File: config.mk
export PLATFORM = sky130hd
export DESIGN_NAME = clksel_div
export DESIGN_NICKNAME = d
export VERILOG_FILES = /design/src/rtl/clksel_div_pkg.sv /design/src/rtl/clksel_divcnt.sv /design/src/rtl/clksel_gate.sv /design/src/rtl/clksel_div.sv
export SDC_FILE = /design/constraint.sdc
export NUM_CORES = 1
export LEC_CHECK = 0
export BUFFER_PORTS_ARGS = -buffer_cell sky130_fd_sc_hd__buf_2
export CORE_ASPECT_RATIO = 1.2
export CORE_MARGIN = 2
export CORE_UTILIZATION = 25
export DETAILED_ROUTE_END_ITERATION = 7
export HOLD_SLACK_MARGIN = 0.08
export REMOVE_ABC_BUFFERS = 1
export SYNTH_ARGS = -nofsm -noshare
export SYNTH_HDL_FRONTEND = slang
export SYNTH_HIERARCHICAL = 1
export SYNTH_SLANG_ARGS = --single-unit
export TNS_END_PERCENT = 20
File: constraint.sdc
create_clock -name clk -period 5.1 [get_ports clk]
set_input_delay 0.255 -clock clk [delete_from_list [all_inputs] [get_ports clk]]
set_output_delay 0.255 -clock clk [all_outputs]
set_load 0.005 [all_outputs]
File: src/rtl/clksel_div_pkg.sv
package clksel_div_pkg;

    // Registered state of the strobe generator
    typedef struct packed {
        logic act_pll;   // active source
        logic hs;        // high-speed strobe
        logic x2;        // double-rate strobe
        logic bus;       // 1x strobe
    } ckd_state_t;

    localparam ckd_state_t CKD_RESET = '{act_pll: 1'b0, hs: 1'b0, x2: 1'b0, bus: 1'b0};

endpackage

File: src/rtl/clksel_divcnt.sv
module clksel_divcnt #(
    parameter int DIV = 3
) (
    input  logic                       clk,
    input  logic                       rst_n,
    input  logic                       adv_i,
    output logic [$clog2(DIV)-1:0]     cnt_o,
    output logic                       wrap_o
);
    localparam int W = $clog2(DIV);
    localparam logic [W-1:0] LAST = W'(DIV - 1);

    logic [W-1:0] cnt_d, cnt_q;

    always_comb begin
        cnt_d  = cnt_q;
        wrap_o = adv_i && (cnt_q == LAST);
        if (adv_i) begin
            cnt_d = (cnt_q == LAST) ? '0 : cnt_q + 1'b1;
        end
    end

    always_ff @(posedge clk or negedge rst_n) begin
        if (!rst_n) cnt_q <= '0;
        else        cnt_q <= cnt_d;
    end

    assign cnt_o = cnt_q;


    cnt_range_chk: assert property (@(posedge clk) disable iff (!rst_n)
        cnt_q <= LAST);


    cnt_hold_chk: assert property (@(posedge clk) disable iff (!rst_n)
        !$past(adv_i) |-> $stable(cnt_q));

endmodule

File: src/rtl/clksel_gate.sv
module clksel_gate (
    input  logic clk,
    input  logic rst_n,
    input  logic slow_i,
    input  logic fast_i,
    input  logic fast_sel_i,
    input  logic stall_i,
    output logic en_o
);
    logic en_d, en_q;

    always_comb begin
        en_d = (fast_sel_i ? fast_i : slow_i) && !stall_i;
    end

    always_ff @(posedge clk or negedge rst_n) begin
        if (!rst_n) en_q <= 1'b0;
        else        en_q <= en_d;
    end

    assign en_o = en_q;


    stall_gate_chk: assert property (@(posedge clk) disable iff (!rst_n)
        en_q |-> !$past(stall_i));

endmodule

File: src/rtl/clksel_div.sv
module clksel_div
    import clksel_div_pkg::*;
#(
    parameter int N_PER  = 2,
    parameter int HS_DIV = 2,
    parameter int X2_DIV = 3,
    parameter int BUS_DIV = 2
) (
    input  logic             clk,
    input  logic             rst_n,
    input  logic             ref_tick,
    input  logic             src_pll,
    input  logic             tmr_fast,
    input  logic             pwm_fast,
    input  logic             tmr_stall,
    input  logic             pwm_stall,
    input  logic [N_PER-1:0] per_stall,
    output logic             hs_en,
    output logic             x2_en,
    output logic             bus_en,
    output logic             tmr_en,
    output logic             pwm_en,
    output logic [N_PER-1:0] per_en
);
    localparam int HS_W  = $clog2(HS_DIV);
    localparam int X2_W  = $clog2(X2_DIV);
    localparam int BUS_W = $clog2(BUS_DIV);
    localparam int N_GATE = N_PER + 2;

    ckd_state_t st_d, st_q;

    logic [HS_W-1:0]  hs_cnt;
    logic [X2_W-1:0]  x2_cnt;
    logic [BUS_W-1:0] bus_cnt;
    logic hs_wrap, x2_wrap, bus_wrap;
    logic all_zero, pll_adv, x2_s;

    always_comb begin
        st_d     = st_q;
        all_zero = (hs_cnt == '0) && (x2_cnt == '0) && (bus_cnt == '0);
        if (all_zero && (src_pll != st_q.act_pll)) begin
            st_d.act_pll = src_pll;
        end
        pll_adv  = ref_tick && st_d.act_pll;
        x2_s     = st_d.act_pll ? x2_wrap : ref_tick;
        st_d.hs  = hs_wrap;
        st_d.x2  = x2_s;
        st_d.bus = bus_wrap;
    end

    always_ff @(posedge clk or negedge rst_n) begin
        if (!rst_n) st_q <= CKD_RESET;
        else        st_q <= st_d;
    end

    clksel_divcnt #(.DIV(HS_DIV)) u_hs_cnt (
        .clk(clk), .rst_n(rst_n), .adv_i(pll_adv), .cnt_o(hs_cnt), .wrap_o(hs_wrap));

    clksel_divcnt #(.DIV(X2_DIV)) u_x2_cnt (
        .clk(clk), .rst_n(rst_n), .adv_i(pll_adv), .cnt_o(x2_cnt), .wrap_o(x2_wrap));

    clksel_divcnt #(.DIV(BUS_DIV)) u_bus_cnt (
        .clk(clk), .rst_n(rst_n), .adv_i(x2_s), .cnt_o(bus_cnt), .wrap_o(bus_wrap));

    // Gate slots: 0 = timer, 1 = PWM, 2.. = general peripherals
    logic [N_GATE-1:0] g_fast_sel, g_stall, g_en;

    assign g_fast_sel[0] = tmr_fast;
    assign g_fast_sel[1] = pwm_fast;
    assign g_stall[0]    = tmr_stall;
    assign g_stall[1]    = pwm_stall;

    genvar gi;
    generate
        for (gi = 0; gi < N_PER; gi++) begin : g_per_cfg
            assign g_fast_sel[gi+2] = 1'b0;
            assign g_stall[gi+2]    = per_stall[gi];
        end
        for (gi = 0; gi < N_GATE; gi++) begin : g_gate
            clksel_gate u_gate (
                .clk(clk), .rst_n(rst_n),
                .slow_i(bus_wrap), .fast_i(hs_wrap),
                .fast_sel_i(g_fast_sel[gi]), .stall_i(g_stall[gi]),
                .en_o(g_en[gi]));
        end
    endgenerate

    assign hs_en  = st_q.hs;
    assign x2_en  = st_q.x2;
    assign bus_en = st_q.bus;
    assign tmr_en = g_en[0];
    assign pwm_en = g_en[1];
    assign per_en = g_en[N_GATE-1:2];


    hs_needs_pll_chk: assert property (@(posedge clk) disable iff (!rst_n)
        hs_en |-> st_q.act_pll);


    bus_on_x2_chk: assert property (@(posedge clk) disable iff (!rst_n)
        bus_en |-> x2_en);


    switch_at_zero_chk: assert property (@(posedge clk) disable iff (!rst_n)
        (st_q.act_pll != $past(st_q.act_pll)) |-> $past(all_zero));


    strobe_after_tick_chk: assert property (@(posedge clk) disable iff (!rst_n)
        x2_en |-> $past(ref_tick));

endmodule

==> results.py, run 1 <==
metrics = {
    "timing": {
        "period_utilization": 0.481,
        "fmax_mhz": 408,
        "finalMaxSlewViolations": 0,
        "clock_skew_ns": 0.00623,
        "hold_viol_final": 0,
        "finalSetupTns_ns": 0,
        "setup_repair_after_global_routing_missed_its_margin": "false",
        "post_route_setup_slack_ns": 2.65,
        "finalWorstPathRequiredPeriod_ns": 2.45,
        "setup_viol": 0,
    },
    "clocking": {
        "post-cts-setup-buffers": 0,
        "numClockSinks": 12,
        "cts.reportedPaths.clkPinSlew_ns": 0.08,
        "insertion_delay_ns": 0.27,
        "ctsHoldBuffers": 1,
        "clock-root-buffer": "clkbuf_4",
        "ctsHtreeMaxLevel": 1,
        "cts-root-to-sink-buffers": 2,
        "number_of_resized_instances_in_the_post_cts_repair_step": 0,
        "tritoncts": "yes",
        "total_clock_buffers_created_by_cts": 3,
    },
    "route": {
        "drc": 0,
        "detail_route.wl_per_cell_um": 10.2,
        "antenna_violating_nets_post_route": 0,
        "detail_route.iter0.violations": 2,
        "first_pass_iteration_count_of_the_detailed_router": 2,
        "routed-via-count": 327,
        "drt-total-wl_um": 785,
        "post_drt_via_cell_ratio": 4.25,
    },
    "grt": {
        "grt_max_degree": 13,
        "grt_antenna_before_repair": 0,
        "grt.total_usage": 0.0800,
        "grt_remaining_overflow": 0,
        "first_global_vias": 301,
        "grt_first_pass_wirelength_mm": 1.27,
    },
    "synth": {
        "synth_compound_area_frac": 0.0105,
        "cell_type_with_the_highest_aggregate_area_in_the_netlist": "dfrtp_1",
        "post_synthesis_adder_cell_area_fraction": 0,
        "synth_xor_area_frac": 0.0367,
        "post_synth_main_area_contributors": "dfrtp_1 63%, mux2i_1 13%, xor2_1 3.7%",
        "synth_area_um2": 477,
        "post_synth_most_frequent_cells": "12 x dfrtp_1, 6 x mux2i_1, 4 x nor2_1",
        "post_synth.cell_area_avg_um2": 13.2,
        "synth_enable_flop_cells": 0,
        "proportion_of_netlist_area_held_by_the_largest_area_contributor": 0.630,
        "yosys_most_used_dff": "dfrtp_1",
        "yosysMostFrequentCell": "dfrtp_1",
        "muxShareOfSynthArea": 0.150,
        "synthSimpleGateAreaFrac": 0.150,
        "synth_top_family_by_area": "simple AND/OR/NAND/NOR gates",
        "yosys_register_bits": 12,
        "yosysWarnings": 6,
        "synth.lib_cells_used.distinct": 14,
        "ys_seq_area_frac": 0.630,
        "netlist_instances": 36,
        "share_of_flip_flops_with_an_asynchronous_set_or_reset": 1.00,
    },
    "setup_path": {
        "crit_arrival_ns": 2.61,
        "start_kind": "flip-flop",
        "critPathRequiredTime_ns": 5.26,
        "worst-path-max-fanout": 7,
        "setup.worst_path.end_class": "flip-flop",
        "worstSetupPathType": "reg2reg",
    },
    "placed_design": {
        "placement.setup.worst_slack_ns": 2.62,
        "io_buffers": 16,
        "gp_congestion": 0.682,
        "dp.final_hpwl_um": 567,
        "placed_area_um2": 584,
    },
    "floorplanning": {
        "chipWidth_um": 43.9,
        "floorplan.io_pins": 17,
        "number_of_rows_in_the_core_area": 17,
        "initial_core_utilization": 0.261,
        "overall_die_area_mm2": 0.00227,
        "core-area_mm2": 0.00183,
        "floorplan.die.height_um": 51.8,
    },
    "hold_path": {
        "hold_class": "in2reg",
    },
    "pwr": {
        "powerDensity_mw_per_mm2": 330,
        "finalPower_mw": 0.208,
        "p_leak_nw": 0.352,
        "vdd.ir_drop.worst_uv": 115,
    },
    "final_layout": {
        "antennaDiodeCount": 0,
        "post_route_cells_drive_above_1_share": 0.431,
        "final_area_um2": 631,
        "layout-area-overhead-vs-synth_pct": 32.3,
        "num-nets-final": 69,
    },
    "job": {
        "max-cap-violations": 0,
    },
    "run_status": {
        "outcome": "complete, no violations",
    },
}
where the power goes:
| group | switching [mW] | internal (mW) |
|---|---|---|
| logic | 0.0120 | 0.0128 |
| registers | 0.00475 | 0.104 |
| clock network | 0.0309 | 0.0433 |
state kept, by name, summed over array words and instances, names as in the netlist, named ones only:
signal and cells:
u_x2_cnt/cnt_o 2, x2_en 1, g_gate.u_gate/en_o 4, hs_en 1, u_bus_cnt/cnt_o 1, u_hs_cnt/cnt_o 1
bus_en 1
cell families (layout without fill, tap and decap cells):
group | Yosys count | count (layout)
flops | 12 | 12
xor+xnor | 2 | 2
mux | 7 | 7
compound gates | 1 | 1
other cells | 1 | 2
simple gates | 11 | 11
buf+inv | 2 | 23
final timing paths:
path	slack, ns	depth (start not counted)	start	end
max in group asynchronous	4.50	2	rst_n	bus_en
worst min-delay path	0.13	2	tmr_stall	g_gate[0].u_gate/en_o
worst max register to register	2.65	8	u_x2_cnt/cnt_o[1]	g_gate[2].u_gate/en_o
min in group asynchronous	0.39	2	rst_n	hs_en
worst max-delay path	2.65	8	u_x2_cnt/cnt_o[1]	g_gate[2].u_gate/en_o
worst min register to register	0.50	1	u_bus_cnt/cnt_o	u_bus_cnt/cnt_o
per-stage QoR:
step / instances / hold slack (ns) / utilization
floorplan: 37 / -0.0406 / -
global placement: 72 / 0.141 / 0.319
detailed placement: 72 / 0.147 / 0.319
CTS: 77 / 0.123 / 0.345
global route: 77 / 0.122 / 0.345
finish: 77 / 0.126 / 0.345
layout make-up:
type	count	area (µm²)
clock buffer	4	36.3
fill	193	1200
inverter	2	7.51
multi-input combinational	23	173
sequential	12	300
tap	19	23.8
timing repair buffer	17	90.1
critical path, stage by stage (launching register included):
cell and delay [ns]:
dfrtp_1 0.43, nor4_2 0.33, mux2i_1 0.32, and2b_2 0.30, and3_2 0.21, mux2_1 0.33, and2_2 0.25, mux2i_1 0.14
nor2_1 0.05
layout by cell type, fill, tap and decap left out, types with 2 or more instances in the layout:
cell type and instances:
mux2i_1 6, buf_2 16, inv_1 2, conb_1 2, nor2_1 4, and2_2 2, dfrtp_1 12, clkbuf_4 3
xor2_1 2
routing by layer:
metal,vias up,global-route usage,routed length (µm)
li1,159,-,-
met1,151,0.0806,328
met2,15,0.130,360
met3,2,0.0208,87
met4,0,0.0758,9
met5,-,0,0
Note: power is estimated with default switching activity, not from simulation.
==> run 2: changes to the inputs <==
clock period = 2.43 ns   (was 5.1 ns; I/O delays follow)
==> results.py, run 2 (synthesis gave the netlist of run 1 again) <==
metrics = {
    "pwr": {
        "switching_share": 0.237,
        "seqPwrFrac": 0.570,
        "pwr-share-clk": 0.289,
        "vdd.ir_drop.worst_uv": 157,
        "finalPower_mw": 0.404,
        "pwr-share-comb": 0.141,
        "p_sw_mw": 0.0959,
        "internal_power_mw": 0.308,
        "p_leak_nw": 0.391,
        "powerDensity_mw_per_mm2": 576,
    },
    "placed_design": {
        "io_buffers": 16,
        "dp.final_hpwl_um": 607,
        "placement.setup.worst_slack_ns": 0.135,
        "gp_congestion": 0.695,
        "placed_area_um2": 607,
    },
    "grt": {
        "grt_first_pass_wirelength_mm": 1.43,
        "grt_max_degree": 13,
        "grt_antenna_before_repair": 0,
        "grt_remaining_overflow": 0,
        "grt.total_usage": 0.0901,
        "first_global_vias": 371,
    },
    "setup_path": {
        "crit_arrival_ns": 2.41,
        "setup.worst_path.end_class": "flip-flop",
        "worstSetupPathType": "reg2reg",
        "critPathRequiredTime_ns": 2.58,
        "start_kind": "flip-flop",
        "worst-path-max-fanout": 5,
    },
    "timing": {
        "finalSetupTns_ns": 0,
        "clock_skew_ns": 0.00718,
        "period_utilization": 0.928,
        "finalWorstPathRequiredPeriod_ns": 2.25,
        "fmax_mhz": 444,
        "post_route_setup_slack_ns": 0.176,
        "setup_viol": 0,
        "finalMaxSlewViolations": 0,
        "hold_viol_final": 0,
    },
    "final_layout": {
        "layout_commonest_cell": "buf_2",
        "post_route_cells_drive_above_1_share": 0.448,
        "mostFrequentLayoutCells": "16 x buf_2, 12 x dfrtp_1, 6 x mux2i_1, 6 x buf_4, 5 x dlygate4sd3_1",
        "num-nets-final": 79,
        "antennaDiodeCount": 0,
        "layout-area-overhead-vs-synth_pct": 47.2,
        "final_area_um2": 702,
        "largest_reg_flops": 4,
        "number_of_filler_instances_in_the_final_layout": 190,
    },
    "hold_path": {
        "hold_class": "in2reg",
    },
    "route": {
        "routed-via-count": 368,
        "detail_route.wl_per_cell_um": 10.0,
        "drt-total-wl_um": 862,
        "first_pass_iteration_count_of_the_detailed_router": 4,
        "detail_route.iter0.violations": 5,
        "post_drt_via_cell_ratio": 4.28,
        "antenna_violating_nets_post_route": 0,
        "drc": 0,
    },
    "floorplanning": {
        "initial_core_utilization": 0.261,
        "chipWidth_um": 43.9,
        "core-area_mm2": 0.00183,
        "number_of_rows_in_the_core_area": 17,
        "floorplan.die.height_um": 51.8,
        "overall_die_area_mm2": 0.00227,
        "floorplan.io_pins": 17,
    },
    "clocking": {
        "ctsHtreeMaxLevel": 1,
        "tritoncts": "yes",
        "clock-root-buffer": "clkbuf_4",
        "number_of_resized_instances_in_the_post_cts_repair_step": 0,
        "insertion_delay_ns": 0.26,
        "cts.reportedPaths.clkPinSlew_ns": 0.07,
        "total_clock_buffers_created_by_cts": 3,
        "cts-root-to-sink-buffers": 2,
        "numClockSinks": 12,
    },
    "run_status": {
        "outcome": "complete, no violations",
    },
    "job": {
        "max-cap-violations": 0,
    },
}
## run 2: cell type report
cell class / instances / area, µm² / area share
Sequential cell: 12 / 300 / 0.428
Timing Repair Buffer: 27 / 175 / 0.250
Multi-Input combinational cell: 23 / 173 / 0.246
Tap cell: 19 / 23.8 / 0.0339
Clock buffer: 3 / 22.5 / 0.0321
Inverter: 2 / 7.51 / 0.0107
## run 2: worst max-delay path, stage by stage, from the launching register on
cell,delay (ns)
dfrtp_1,0.39
nor4_2,0.33
mux2i_1,0.27
and2b_2,0.24
and3_2,0.20
mux2_1,0.30
and2_2,0.23
mux2i_1,0.13
nor2_1,0.05
## run 2: worst paths after layout
kind | from | endpoint | slack, ns | depth (start not counted)
worst max-delay path | u_hs_cnt/cnt_o | g_gate[2].u_gate/en_o | 0.18 | 8
worst min-delay path | tmr_fast | g_gate[0].u_gate/en_o | 0.12 | 3
worst max register to register | u_hs_cnt/cnt_o | g_gate[2].u_gate/en_o | 0.18 | 8
worst min register to register | u_bus_cnt/cnt_o | u_bus_cnt/cnt_o | 0.52 | 1
max in group asynchronous | rst_n | u_x2_cnt/cnt_o[1] | 1.96 | 2
min in group asynchronous | rst_n | g_gate[1].u_gate/en_o | 0.26 | 2
## run 2: power groups by stage
stage	registers [mW]	logic, mW	clock network [mW]
after floorplan	0.235	0.0234	0
after global placement	0.234	0.0513	0
after detailed placement	0.235	0.0514	0
after CTS	0.231	0.0579	0.122
after global routing	0.232	0.0634	0.128
final	0.230	0.0569	0.117
## run 2: through the flow
step,utilization,instances,hold slack (ns)
floorplan,-,37,-0.174
global placement,0.332,75,0.00819
detailed placement,0.332,75,0.0125
CTS,0.371,83,0.118
global route,0.384,86,0.145
finish,0.384,86,0.117
## run 2: timing repair
| action | 4_1_cts | 5_1_grt |
|---|---|---|
| hold buffers | 5 | 0 |
| endpoints found under the setup margin | 0 | 4 |
| buffers inserted | 0 | 3 |
| endpoints found under the hold margin | 16 | 0 |
## run 2: per-layer routing
layer / global-route usage / vias up / wire length, µm
met5: 0 / - / 0
met4: 0.0758 / 0 / 9
met3: 0.0208 / 2 / 74
met2: 0.152 / 17 / 421
met1: 0.0915 / 171 / 356
li1: - / 178 / -
==> run 3: changes to the inputs <==
CORE_MARGIN = unset   (was 2)
==> results.py, run 3 (synthesis gave the netlist of run 1 again) <==
metrics = {
    "route": {
        "first_pass_iteration_count_of_the_detailed_router": 2,
        "antenna_violating_nets_post_route": 0,
        "routed-via-count": 327,
        "drc": 0,
        "detail_route.wl_per_cell_um": 9.55,
        "post_drt_via_cell_ratio": 3.99,
        "detail_route.iter0.violations": 2,
        "drt-total-wl_um": 783,
    },
    "job": {
        "max-cap-violations": 0,
    },
    "clocking": {
        "cts-root-to-sink-buffers": 2,
        "insertion_delay_ns": 0.27,
        "tritoncts": "yes",
        "numClockSinks": 12,
        "cts.reportedPaths.clkPinSlew_ns": 0.08,
        "number_of_resized_instances_in_the_post_cts_repair_step": 0,
        "total_clock_buffers_created_by_cts": 3,
        "ctsHtreeMaxLevel": 1,
        "clock-root-buffer": "clkbuf_4",
    },
    "placed_design": {
        "dp.cells": 72,
        "io_buffers": 16,
        "gp_congestion": 0.625,
    },
    "timing": {
        "finalWorstPathRequiredPeriod_ns": 2.27,
        "setup_repair_after_global_routing_missed_its_margin": "false",
        "fmax_mhz": 440,
        "finalSetupTns_ns": 0,
        "finalMaxSlewViolations": 0,
        "hold_viol_final": 0,
        "clock_skew_ns": 0.00497,
        "setup_viol": 0,
        "period_utilization": 0.935,
    },
    "grt": {
        "grt.total_usage": 0.0900,
        "grt_remaining_overflow": 0,
        "grt_max_degree": 13,
        "first_global_vias": 325,
        "grt_antenna_before_repair": 0,
        "grt_first_pass_wirelength_mm": 1.36,
    },
    "final_layout": {
        "layout-area-overhead-vs-synth_pct": 43.6,
        "stdcell_count": 82,
        "antennaDiodeCount": 0,
        "number_of_filler_instances_in_the_final_layout": 163,
        "post_route_cells_drive_above_1_share": 0.422,
        "largest_reg_flops": 4,
        "mostFrequentLayoutCells": "16 x buf_2, 12 x dfrtp_1, 6 x mux2i_1, 5 x dlygate4sd3_1, 4 x nor2_1",
        "layout_commonest_cell": "buf_2",
        "num-nets-final": 75,
    },
    "floorplanning": {
        "floorplan.die.height_um": 49.8,
        "number_of_rows_in_the_core_area": 16,
        "chipWidth_um": 41.9,
        "core-area_mm2": 0.00170,
        "overall_die_area_mm2": 0.00209,
        "initial_core_utilization": 0.280,
        "floorplan.io_pins": 17,
    },
    "pwr": {
        "p_sw_mw": 0.0989,
        "internal_power_mw": 0.341,
        "p_leak_nw": 0.378,
        "pwr-share-clk": 0.349,
        "seqPwrFrac": 0.521,
        "vdd.ir_drop.worst_uv": 424,
        "pwr-share-comb": 0.130,
        "switching_share": 0.225,
        "powerDensity_mw_per_mm2": 643,
    },
    "setup_path": {
        "cpMaxStageDelayCell": "dfrtp_1",
        "crit_path_max_incr_delay_ns": 0.42,
        "cp_bufs_invs": 0,
        "timing.rr.start": "u_hs_cnt/cnt_o",
        "cp_cell_sequence": "nor4_2, mux2i_1, and2b_2, and3_2, mux2_1, and2_2, mux2i_1, nor2_1",
        "critPathRequiredTime_ns": 2.59,
        "start_kind": "flip-flop",
        "worst_path_most_repeated_cell": "mux2i_1",
        "worst-path-max-fanout": 5,
        "path_delay_family": "simple AND/OR/NAND/NOR gates",
        "crit_arrival_ns": 2.43,
        "worstSetupPathType": "reg2reg",
        "setup.worst_path.end_class": "flip-flop",
        "startpoint": "u_hs_cnt/cnt_o",
    },
    "hold_path": {
        "hold_class": "in2reg",
        "worstHoldStart": "pwm_fast",
    },
    "run_status": {
        "outcome": "complete, no violations",
    },
}
run 3: cell count changes in the layout (fill, tap and decap cells not counted), sizes merged:
cell    change
buf         -4
clkbuf      +1
run 3: power by group through the flow:
stage	Combinational, mW	Sequential [mW]	Clock, mW
2_1_floorplan	0.0234	0.235	0
3_3_place_gp	0.0508	0.234	0
3_5_place_dp	0.0523	0.233	0
4_1_cts	0.0587	0.229	0.163
5_1_grt	0.0650	0.232	0.172
6_report	0.0574	0.229	0.153
run 3: through the flow:
step                utilization  power [mW]  hold WS [ns]  instance area, µm²  setup slack [ns]
detailed placement        0.347       0.285        0.0168                 591             0.102
finish                    0.402       0.440         0.127                 684             0.158
CTS                       0.398       0.450         0.117                 677            0.0777
global route              0.402       0.469         0.137                 684            0.0132
floorplan                     -       0.258        -0.174                 480             0.181
global placement          0.347       0.285        0.0143                 591             0.137
run 3: tightest hold or removal path: cells and delay by family:
kind / cells / cell delay (ns)
muxes: 1 / 0.06
buffers and inverters: 1 / 0.08
and+or+nand+nor: 1 / 0.08
run 3: area by class of cell:
class	count	area [µm²]	share of cell area
multi-input cells	23	173	0.252
clock buffers	4	36.3	0.0530
inverters	2	7.51	0.0110
well taps	18	22.5	0.0329
repair buffers	23	145	0.212
flip-flops and latches	12	300	0.439
run 3: worst paths after layout:
check	endpoint	slack [ns]	cells after the start
worst max-delay path	g_gate[0].u_gate/en_o	0.16	8
worst min-delay path	g_gate[1].u_gate/en_o	0.13	3
worst max register to register	g_gate[0].u_gate/en_o	0.16	8
worst min register to register	u_bus_cnt/cnt_o	0.51	1
max in group asynchronous	g_gate[1].u_gate/en_o	1.96	2
min in group asynchronous	u_x2_cnt/cnt_o[1]	0.25	2
run 3: what timing repair did:
| item | 4_1_cts | 5_1_grt |
|---|---|---|
| hold buffers | 5 | 0 |
| endpoints found under the setup margin | 0 | 4 |
| setup buffers | 0 | 1 |
| hold endpoints to repair | 16 | 0 |
run 3: metal layers:
| metal | vias up | part of all wire | track usage |
|---|---|---|---|
| met5 | - | 0 | 0 |
| li1 | 171 | - | - |
| met4 | 0 | 0 | 0.0645 |
| met1 | 144 | 0.50 | 0.106 |
| met2 | 12 | 0.44 | 0.125 |
| met3 | 0 | 0.063 | 0.0440 |
